--- src/rtl/rgb2ycc_pkg.sv ---
package rgb2ycc_pkg;

    localparam int PIX_W   = 8;
    localparam int FRAC_W  = 13;
    localparam int SUM_W   = PIX_W + FRAC_W + 2;
    localparam int N_CH    = 3;

    localparam int OFS_LUMA   = 16;
    localparam int OFS_CHROMA = 128;

    typedef enum logic [1:0] {
        CH_LUMA = 2'd0,
        CH_BLUE = 2'd1,
        CH_RED  = 2'd2
    } chan_e;

    typedef struct packed {
        logic [PIX_W-1:0] r;
        logic [PIX_W-1:0] g;
        logic [PIX_W-1:0] b;
    } rgb_t;

    typedef struct packed {
        logic [PIX_W-1:0] y;
        logic [PIX_W-1:0] u;
        logic [PIX_W-1:0] v;
    } ycc_t;

    typedef logic signed [SUM_W-1:0] acc_t;

    // Weight of colour input 'src' (0=R,1=G,2=B) for output channel 'ch'.
    function automatic int weight(input int ch, input int src);
        int w;
        w = 0;
        case (ch)
            0: w = (src == 0) ? 2104  : (src == 1) ? 4130  : 802;
            1: w = (src == 0) ? -1217 : (src == 1) ? -2382 : 3598;
            default: w = (src == 0) ? 3598 : (src == 1) ? -3015 : -583;
        endcase
        return w;
    endfunction

    function automatic int offset(input int ch);
        return (ch == 0) ? OFS_LUMA : OFS_CHROMA;
    endfunction

endpackage

--- src/rtl/rgb2ycc_dot.sv ---
module rgb2ycc_dot
    import rgb2ycc_pkg::*;
#(
    parameter int W_R = 0,
    parameter int W_G = 0,
    parameter int W_B = 0
) (
    input  rgb_t pix,
    output acc_t sum
);
    localparam int EXT_W = SUM_W - PIX_W;

    acc_t op_r, op_g, op_b;
    acc_t k_r, k_g, k_b;

    always_comb begin
        op_r = $signed({{EXT_W{1'b0}}, pix.r});
        op_g = $signed({{EXT_W{1'b0}}, pix.g});
        op_b = $signed({{EXT_W{1'b0}}, pix.b});
        k_r  = acc_t'(W_R);
        k_g  = acc_t'(W_G);
        k_b  = acc_t'(W_B);
        sum  = (k_r * op_r) + (k_g * op_g) + (k_b * op_b);
    end
endmodule

--- src/rtl/rgb2ycc_norm.sv ---
module rgb2ycc_norm
    import rgb2ycc_pkg::*;
#(
    parameter int OFS = 0
) (
    input  acc_t             sum,
    output logic [PIX_W-1:0] byte_out
);
    acc_t scaled;
    acc_t biased;

    always_comb begin
        scaled   = sum >>> FRAC_W;
        biased   = scaled + acc_t'(OFS);
        byte_out = biased[PIX_W-1:0];
    end
endmodule

--- src/rtl/rgb2ycc_top.sv ---
module rgb2ycc_top
    import rgb2ycc_pkg::*;
(
    input  logic             clk,
    input  logic             rst,
    input  logic             in_valid,
    input  logic [PIX_W-1:0] in_r,
    input  logic [PIX_W-1:0] in_g,
    input  logic [PIX_W-1:0] in_b,
    output logic             out_valid,
    output logic [PIX_W-1:0] out_y,
    output logic [PIX_W-1:0] out_u,
    output logic [PIX_W-1:0] out_v
);
    rgb_t pix_in;
    acc_t mac_d [N_CH];
    acc_t mac_q [N_CH];
    logic [PIX_W-1:0] nrm_d [N_CH];
    logic             s1_valid;
    ycc_t             res_q;

    assign pix_in = '{r: in_r, g: in_g, b: in_b};

    for (genvar c = 0; c < N_CH; c++) begin : g_ch
        rgb2ycc_dot #(
            .W_R(weight(c, 0)),
            .W_G(weight(c, 1)),
            .W_B(weight(c, 2))
        ) dot_i (
            .pix(pix_in),
            .sum(mac_d[c])
        );

        always_ff @(posedge clk) begin
            mac_q[c] <= mac_d[c];
        end

        rgb2ycc_norm #(
            .OFS(offset(c))
        ) norm_i (
            .sum(mac_q[c]),
            .byte_out(nrm_d[c])
        );
    end

    always_ff @(posedge clk) begin
        if (rst) begin
            s1_valid  <= 1'b0;
            out_valid <= 1'b0;
        end else begin
            s1_valid  <= in_valid;
            out_valid <= s1_valid;
        end
    end

    always_ff @(posedge clk) begin
        res_q.y <= nrm_d[CH_LUMA];
        res_q.u <= nrm_d[CH_BLUE];
        res_q.v <= nrm_d[CH_RED];
    end

    assign out_y = res_q.y;
    assign out_u = res_q.u;
    assign out_v = res_q.v;
endmodule

--- config.mk ---
export PLATFORM = sky130hd
export DESIGN_NAME = rgb2ycc_top
export DESIGN_NICKNAME = d
export VERILOG_FILES = /design/src/rtl/rgb2ycc_pkg.sv /design/src/rtl/rgb2ycc_dot.sv /design/src/rtl/rgb2ycc_norm.sv /design/src/rtl/rgb2ycc_top.sv
export SDC_FILE = /design/constraint.sdc
export NUM_CORES = 1
export LEC_CHECK = 0
export BUFFER_PORTS_ARGS = -buffer_cell sky130_fd_sc_hd__buf_2
export CAP_MARGIN = 15
export CORE_ASPECT_RATIO = 1.2
export CORE_MARGIN = 2
export CORE_UTILIZATION = 45
export DETAILED_ROUTE_END_ITERATION = 6
export PLACE_DENSITY_LB_ADDON = 0.05
export SKIP_CTS_REPAIR_TIMING = 1
export SYNTH_ARGS = -nofsm -noshare
export SYNTH_HDL_FRONTEND = slang
export SYNTH_SLANG_ARGS = --single-unit
export TNS_END_PERCENT = 10
--- constraint.sdc ---
create_clock -name clk -period 6.6 [get_ports clk]
set_clock_uncertainty 0.1 [all_clocks]
set_input_delay 0 -clock clk [delete_from_list [all_inputs] [get_ports clk]]
set_output_delay 0 -clock clk [all_outputs]
set_load 0.01 [all_outputs]
# Word-level counts from Yosys, hierarchy flattened
# Memory sizes are Yosys's and may differ from the RTL's.
# Cells that the tools add are included.
# classes
addsub	9
n_mul	9
# ops
operator	n
23-bit adder	6
12-bit by 9-bit multiplier with 21-bit output, first input constant	2
11-bit by 8-bit multiplier with 19-bit output, first input constant	2
9-bit by 8-bit multiplier with 17-bit output, first input constant	2
13-bit by 9-bit multiplier with 22-bit output, first input constant	1
11-bit by 9-bit multiplier with 20-bit output, first input constant	1
12-bit by 8-bit multiplier with 20-bit output, first input constant	1
8-bit adder, second input constant	2
8-bit by 6-bit adder with 8-bit output, second input constant	1
# totals
ff_bits	26
ramBits	69
out_inout_bits	25
mem_count	1
# mem_list
memory	depth	width	rd	rd_ports_with_merged_regs	wr	line	text
mac_q	3	23	3	0	3	rgb2ycc_top.sv:17	acc_t mac_q [N_CH];

# Depth between registers and ports, before layout
# Gate-level depths: netlist of the first run.
# depth
ltp_word	3
ltp_mapped	29
ltp_nobuf	29

# By module
# Synthesis of the first run repeated with hierarchy kept, for this count alone.
# hier_totals
hier_cells	2148
area_unflattened_um2	19796.5
# modules_own_cells
module	instances	cells_each	area_each_um2	seq_area_each_um2
rgb2ycc_dot (g_ch[1].dot_i)	1	766	6971.7	0.0
rgb2ycc_dot (g_ch[2].dot_i)	1	768	6775.2	0.0
rgb2ycc_dot (g_ch[0].dot_i)	1	492	3953.8	0.0
rgb2ycc_top	1	97	1914.3	1901.8
rgb2ycc_norm (g_ch[1].norm_i ...)	2	8	56.3	0.0
rgb2ycc_norm (g_ch[0].norm_i)	1	9	68.8	0.0

# Worst setup path after synthesis of the first run
# Ideal clock, no wire load.
# synth_timing
path_type	in2reg
startpoint	in in_r[0]
endpoint	mem mac_q[0][43] (netlist name)
arrival_ns	6.099
required_time_ns	6.428
slack_ns	0.329
stages	28
path_cell_list	fa_1 > inv_1 > fa_1 > inv_1 > ha_1 > inv_1 > fa_1 > inv_1 > ha_1 > a21o_1 > a21oi_1 > nor2b_1 > o21a_1 > o41ai_2 > o21ai_0 > xnor2_1 > fa_1 > inv_1 > ha_1 > nand2_1 > o21ai_0 > nand3_1 > nand2_1 > a41o_1 > or4_4 > a31oi_4 > xnor2_1 > xnor2_1
# synth_rtl
item	line	text
start: declaration	rgb2ycc_top.sv:7	input logic [PIX_W-1:0] in_r,
end: declaration	rgb2ycc_top.sv:17	

==> results.sh, run 1 <==
export IMPL_postRouteAntennaNets=0
export IMPL_postPlaceCellArea_um2=16400
export IMPL_stdcell_area_um2=16600
export IMPL_syn_nets=2242
export IMPL_syn_area_per_cell_um2=9.24
export IMPL_synth_seq_area_share_pct=6.58
export IMPL_clk_path_buf_depth=2
export IMPL_synth_cells=1647
export IMPL_grt_total_usage_pct=22.7
export IMPL_h_tree_depth=2
export IMPL_cts_sinks=50
export IMPL_grt_pass1_vias=11400
export IMPL_drc=0
export IMPL_grt_max_degree=19
export IMPL_hold_viol=0
export IMPL_synth_top_area_share_pct=29.2
export IMPL_die_y_um=205
export IMPL_dp_cells=2194
export IMPL_cp_max_fo=6
export IMPL_synthArstFlopShare_pct=0
export IMPL_startpoint="in_r[0]"
export IMPL_crit_path_end_kind="flip-flop"
export IMPL_yosys_warnings=0
export IMPL_yosys_area_top_type="ha_1"
export IMPL_synth_edf_count=0
export IMPL_timing_final_ws_setup_ns=0.411
export IMPL_worst_slew_pin_transition_ns=0.808
export IMPL_cp_required_ns=6.68
export IMPL_clk_latency_ns=0.31
export IMPL_hp_class="flip-flop to flip-flop"
export IMPL_synth_ff_type="dfxtp_1"
export IMPL_fin_crit_ns=6.19
export IMPL_start_util_pct=45.8
export IMPL_synth_most_common_cell="inv_1"
export IMPL_die_area_um2=35300
export IMPL_io_buffers=51
export IMPL_antenna_cells=0
export IMPL_fill_cells=3238
export IMPL_timing_fmax_ghz=0.162
export IMPL_grt_pass1_wl_um=61000
export IMPL_drive_above_1_share_pct=7.07
export IMPL_ctsRootBufferMaster="clkbuf_16"
export IMPL_antenna_found_initial=0
export IMPL_tns_ns=0
export IMPL_synth_area_um2=15200
export IMPL_die_w_um=172
export IMPL_row_count=73
export IMPL_period_share_pct=93.8
export IMPL_drv_cap=0
export IMPL_num_vias=10900
export IMPL_num_nets_final=2348
export IMPL_cts_buffers=5
export IMPL_dpl_hpwl_um=34100
export IMPL_gp_congestion=0.909
export IMPL_status="finished, final reports clean"
export IMPL_syn_to_final_growth_pct=8.89
export IMPL_detail_route_first_pass_iterations=4
export IMPL_critical_path_class="primary input to flip-flop"
export IMPL_tritoncts="yes"
export IMPL_slew_violations=0
export IMPL_dpl_worst_slack_ns=0.0409
export IMPL_synth_distinct_cells=53
export IMPL_yosys_top_cells_area="ha_1, fa_1, inv_1, dfxtp_1, xnor2_1"
export IMPL_clk_pin_slew_ns=0.08
export IMPL_avgViaCountPerCell=4.93
export IMPL_coreArea_um2=33200
export IMPL_overflow=0
export IMPL_final_cells=2204
export IMPL_arrival_ns=6.27
export IMPL_wl_per_cell_um=16.9
export IMPL_start_kind="primary input"
export IMPL_hp_start="mac_q[0][39]"
export IMPL_rsz0062_at_grt="no"
export IMPL_finalSetupViolCount=0
export IMPL_relSlewSlack_pct=45.7
export IMPL_drtIter0Drc=467
export IMPL_synth_seq_cells=50
export IMPL_wl_um=37200
export IMPL_timing_rr_start="mac_q[0][17]"
export IMPL_ioPinCount=52
export IMPL_synth_common_cells="inv_1, ha_1, fa_1"
-- cell usage in the layout (no fill, tap or decap), drive strengths merged, types with 8 or more instances in the layout --
cell type,n
inv,422
and3,9
a31oi,10
nor2b,16
nor3,27
o21a,19
nand2,39
nand3,18
ha,355
and2,8
nand2b,14
buf,100
o21ai,42
a21oi,68
a31o,8
o21bai,13
dfxtp,50
nor2,79
xnor2,90
fa,213
xor2,56
a21o,25
-- kinds of logic (layout without fill, tap and decap cells) --
kind of cell    Yosys count  after routing  synth area share, %
compound gates          225            225                 9.75
xor+xnor                148            148                 8.70
fa+ha+maj               568            568                 57.2
buf+inv                 424            531                 10.5
flops                    50             50                 6.58
simple gates            232            232                 7.32
-- state kept, by name, summed over array words and instances (netlist names) --
signal	cells
out_y	8
s1_valid	1
out_v	8
mac_q	24
out_u	8
out_valid	1
-- path summary, 6_finish.rpt --
path / to / slack, ns / cells past startpoint
setup / recovery: mac_q[0][66] / 0.41 / 25
hold / removal: out_u[3] / 0.23 / 0
setup reg to reg: out_y[6] / 5.72 / 2
hold reg to reg: out_u[3] / 0.23 / 0
-- critical path: stages --
cell and delay, ns:
buf_2 0.13, buf_4 0.18, ha_1 0.47, ha_1 0.21, inv_1 0.05, fa_1 0.48, inv_1 0.04, ha_1 0.21
fa_1 0.42, a21o_1 0.18, a21oi_1 0.25, o21bai_1 0.13, a211oi_1 0.38, o31ai_1 0.17, or4_1 0.46, a31o_2 0.26
a21oi_1 0.16, xor2_1 0.12, fa_1 0.55, inv_1 0.04, ha_1 0.22, or4_1 0.55, a31oi_1 0.20, xnor3_1 0.25
xor2_1 0.15
-- stage by stage --
stage | hold slack, ns | utilization, %
global route | 0.237 | 49.9
detailed placement | 0.0829 | 49.3
finish | 0.230 | 49.9
floorplan | -0.0284 | -
CTS | -0.247 | 49.8
global placement | 0.0798 | 49.3
-- routing by layer --
layer  track usage, %  share of wire, %  wire length (um)  vias up
li1                 -                 -                 -     5498
met1             30.4                46             17200     5212
met2             39.0                48             17900      126
met3             2.12               2.2               834       36
met4             6.60               3.2              1210        0
met5                0                 0                 0        -
-- area by class of cell --
class	instances	area, um^2	share of cell area (%)
Clock buffer	5	125	0.755
Clock inverter	3	28.8	0.174
Inverter	421	1580	9.53
Multi-Input combinational cell	1173	12600	76.2
Sequential cell	50	1000	6.04
Tap cell	450	563	3.40
Timing Repair Buffer	102	643	3.88
Power of run 1 is left out: the tool's default activity adds up to more than one toggle a clock period on the data nets, which glitch-free logic cannot reach.
==> inputs of run 2 (changes only) <==
--- a/config.mk
+++ b/config.mk
@@ -15,5 +15,6 @@
 export SKIP_CTS_REPAIR_TIMING = 1
 export SYNTH_ARGS = -nofsm -noshare
 export SYNTH_HDL_FRONTEND = slang
+export SYNTH_HIERARCHICAL = 1
 export SYNTH_SLANG_ARGS = --single-unit
 export TNS_END_PERCENT = 10
==> results.sh, run 2 <==
export IMPL_mostFrequentLayoutCell="inv_1"
export IMPL_yosys_warnings=6
export IMPL_antenna_found_initial=1
export IMPL_timing_fmax_ghz=0.156
export IMPL_row_count=79
export IMPL_dpl_hpwl_um=38800
export IMPL_wl_per_cell_um=16.1
export IMPL_avgViaCountPerCell=5.00
export IMPL_ctsRootBufferMaster="clkbuf_16"
export IMPL_synth_cells=1945
export IMPL_crit_path_end_kind="flip-flop"
export IMPL_multi_input_area_um2=14900
export IMPL_crit_top_cell="inv_1"
export IMPL_gp_congestion=0.882
export IMPL_antenna_cells=0
export IMPL_grt_pass1_wl_um=70500
export IMPL_register_area_um2=1000
export IMPL_regMostFlops="mac_q"
export IMPL_final_core_util_pct=51.5
export IMPL_die_y_um=222
export IMPL_cts_buffers=5
export IMPL_h_tree_depth=2
export IMPL_die_w_um=186
export IMPL_cp_required_ns=6.69
export IMPL_syn_nets=2639
export IMPL_grt_total_usage_pct=21.8
export IMPL_drv_cap=0
export IMPL_tritoncts="yes"
export IMPL_whs_ns=0.227
export IMPL_coreArea_um2=38900
export IMPL_syn_area_per_cell_um2=9.15
export IMPL_hp_class="flip-flop to flip-flop"
export IMPL_worst_slew_pin_transition_ns=0.547
export IMPL_grt_max_degree=17
export IMPL_slowest_stage="fa_1"
export IMPL_drive_above_1_share_pct=12.3
export IMPL_relSlewSlack_pct=63.3
export IMPL_clk_latency_ns=0.32
export IMPL_fill_cells=3779
export IMPL_critical_path_top_delay_family="adder cells"
export IMPL_wl_um=42900
export IMPL_critical_path_class="primary input to flip-flop"
export IMPL_clk_path_buf_depth=2
export IMPL_syn_to_final_growth_pct=12.7
export IMPL_slowest_delay_ns=0.55
export IMPL_clk_pin_slew_ns=0.07
export IMPL_cts_sinks=50
export IMPL_drtIter0Drc=513
export IMPL_largest_reg_flops=24
export IMPL_period_share_pct=97.0
export IMPL_fin_crit_ns=6.40
export IMPL_ioPinCount=52
export IMPL_worst_path_buf_inv=9
export IMPL_overflow=0
export IMPL_mostFrequentLayoutCells="inv_1, ha_1, fa_1, buf_4, xnor2_1"
export IMPL_rsz0062_at_grt="yes"
export IMPL_synth_area_um2=17800
export IMPL_finalSetupViolCount=0
export IMPL_grt_pass1_vias=14100
export IMPL_postRouteAntennaNets=0
export IMPL_hold_viol=0
export IMPL_status="finished, final reports clean"
export IMPL_start_kind="primary input"
export IMPL_die_area_um2=41200
export IMPL_cp_max_fo=4
export IMPL_detail_route_first_pass_iterations=5
export IMPL_slew_violations=0
export IMPL_drc=0
export IMPL_num_vias=13300
export IMPL_num_nets_final=2834
export IMPL_arrival_ns=6.50
export IMPL_start_util_pct=45.7
export IMPL_io_buffers=51
run 2: stage by stage:
stage               worst slack, ns  TNS [ns]  area (um^2)  instances
finish                        0.195         0        20100       2667
global route                -0.0332   -0.0453        20100       2667
CTS                          0.0162         0        19900       2664
detailed placement           -0.305     -1.67        19800       2656
global placement             -0.230     -1.15        19800       2656
floorplan                   0.00404         0        17800       1945
run 2: final timing paths:
check / slack (ns) / endpoint / startpoint / depth (start not counted)
worst max-delay path: 0.20 / mac_q[0][65] / in_b[0] / 29
worst min-delay path: 0.23 / out_y[1] / mac_q[0][14] / 0
worst max register to register: 5.73 / out_y[6] / mac_q[0][17] / 2
worst min register to register: 0.23 / out_y[1] / mac_q[0][14] / 0
run 2: cell type report:
cell class	count	area share, %
clock buffers	6	0.693
clock inverters	2	0.0811
inverters	489	9.15
multi-input cells	1379	74.4
flip-flops and latches	50	4.99
well taps	526	3.28
repair buffers	215	7.44
run 2: metal layers:
layer | GRT usage, % | routed length [um] | vias to the layer above
li1 | - | - | 6690
met1 | 26.8 | 18400 | 6456
met2 | 41.0 | 22800 | 142
met3 | 1.74 | 800 | 34
met4 | 5.00 | 922 | 0
met5 | 0 | 0 | -
Power of run 2 is left out for the same reason.
==> inputs of run 3 (changes only) <==
--- a/config.mk
+++ b/config.mk
@@ -12,6 +12,7 @@
 export CORE_UTILIZATION = 45
 export DETAILED_ROUTE_END_ITERATION = 6
 export PLACE_DENSITY_LB_ADDON = 0.05
+export RECOVER_POWER = 50
 export SKIP_CTS_REPAIR_TIMING = 1
 export SYNTH_ARGS = -nofsm -noshare
 export SYNTH_HDL_FRONTEND = slang
==> results.sh, run 3 (synthesized netlist as in run 2, its figures left out) <==
export IMPL_relSlewSlack_pct=63.3
export IMPL_postRouteAntennaNets=0
export IMPL_grt_max_degree=17
export IMPL_grt_pass1_wl_um=70500
export IMPL_detail_route_first_pass_iterations=5
export IMPL_critical_path_top_delay_family="adder cells"
export IMPL_ioPinCount=52
export IMPL_start_kind="primary input"
export IMPL_cts_sinks=50
export IMPL_status="finished, final reports clean"
export IMPL_dpl_hpwl_um=38800
export IMPL_largest_reg_flops=24
export IMPL_whs_ns=0.227
export IMPL_die_area_um2=41200
export IMPL_cp_required_ns=6.69
export IMPL_drv_cap=0
export IMPL_fill_cells=3777
export IMPL_antenna_cells=0
export IMPL_num_vias=13300
export IMPL_arrival_ns=6.50
export IMPL_avgViaCountPerCell=4.99
export IMPL_ctsRootBufferMaster="clkbuf_16"
export IMPL_grt_pass1_vias=14100
export IMPL_hp_class="flip-flop to flip-flop"
export IMPL_hold_viol=0
export IMPL_start_util_pct=45.7
export IMPL_antenna_found_initial=1
export IMPL_die_y_um=222
export IMPL_die_w_um=186
export IMPL_tns_ns=0
export IMPL_finalSetupViolCount=0
export IMPL_critical_path_class="primary input to flip-flop"
export IMPL_wl_um=42900
export IMPL_period_share_pct=97.0
export IMPL_grt_total_usage_pct=21.8
export IMPL_slew_violations=0
export IMPL_drtIter0Drc=513
export IMPL_drc=0
export IMPL_mostFrequentLayoutCells="inv_1, ha_1, fa_1, buf_4, xnor2_1"
export IMPL_clk_path_buf_depth=2
export IMPL_slowest_delay_ns=0.55
export IMPL_clk_latency_ns=0.32
export IMPL_num_nets_final=2834
export IMPL_fin_crit_ns=6.40
export IMPL_worst_slew_pin_transition_ns=0.547
export IMPL_coreArea_um2=38900
export IMPL_multi_input_area_um2=14900
export IMPL_drive_above_1_share_pct=11.7
export IMPL_timing_fmax_ghz=0.156
export IMPL_syn_to_final_growth_pct=12.6
export IMPL_overflow=0
export IMPL_cp_max_fo=4
export IMPL_cts_buffers=5
export IMPL_io_buffers=51
export IMPL_row_count=79
export IMPL_wl_per_cell_um=16.1
export IMPL_slowest_stage="fa_1"
export IMPL_register_area_um2=1000
export IMPL_crit_top_cell="inv_1"
export IMPL_worst_path_buf_inv=9
export IMPL_crit_path_end_kind="flip-flop"
export IMPL_h_tree_depth=2
export IMPL_clk_pin_slew_ns=0.07
export IMPL_regMostFlops="mac_q"
export IMPL_tritoncts="yes"
export IMPL_gp_congestion=0.882
export IMPL_mostFrequentLayoutCell="inv_1"
export IMPL_rsz0062_at_grt="yes"
## run 3: final timing paths
| check | startpoint | endpoint | slack (ns) | depth (start not counted) |
|---|---|---|---|---|
| max | in_b[0] | mac_q[0][65] | 0.20 | 29 |
| min | mac_q[0][14] | out_y[1] | 0.23 | 0 |
| max reg2reg | mac_q[0][17] | out_y[6] | 5.73 | 2 |
| min reg2reg | mac_q[0][14] | out_y[1] | 0.23 | 0 |
## run 3: worst register-to-register path, cell delays in order (launching register included)
cell     delay [ns]
dfxtp_1        0.33
ha_1           0.20
xor2_1         0.13
## run 3: final cells by class
cell class              count  share of cell area [%]
multi-input cells        1379                    74.4
inverters                 489                    9.16
repair buffers            215                    7.37
clock inverters             2                  0.0812
well taps                 526                    3.28
clock buffers               6                   0.693
flip-flops and latches     50                    5.00
## run 3: through the flow
| stage | cell area (um^2) | instances | util, % | setup slack, ns |
|---|---|---|---|---|
| 6_report | 20000 | 2667 | 51.5 | 0.196 |
| 5_1_grt | 20000 | 2667 | 51.5 | -0.0332 |
| 4_1_cts | 19900 | 2664 | 51.1 | 0.0162 |
| 3_5_place_dp | 19800 | 2656 | 50.7 | -0.305 |
| 3_3_place_gp | 19800 | 2656 | 50.7 | -0.230 |
| 2_1_floorplan | 17800 | 1945 | - | 0.00404 |
## run 3: routing by layer
layer  global-route usage [%]  up-vias  wire length [um]
met5                        0        -                 0
li1                         -     6690                 -
met2                     41.0      124             22800
met3                     1.74       34               791
met1                     26.8     6458             18400
met4                     5.00        0               922
Power of run 3 is left out for the same reason.
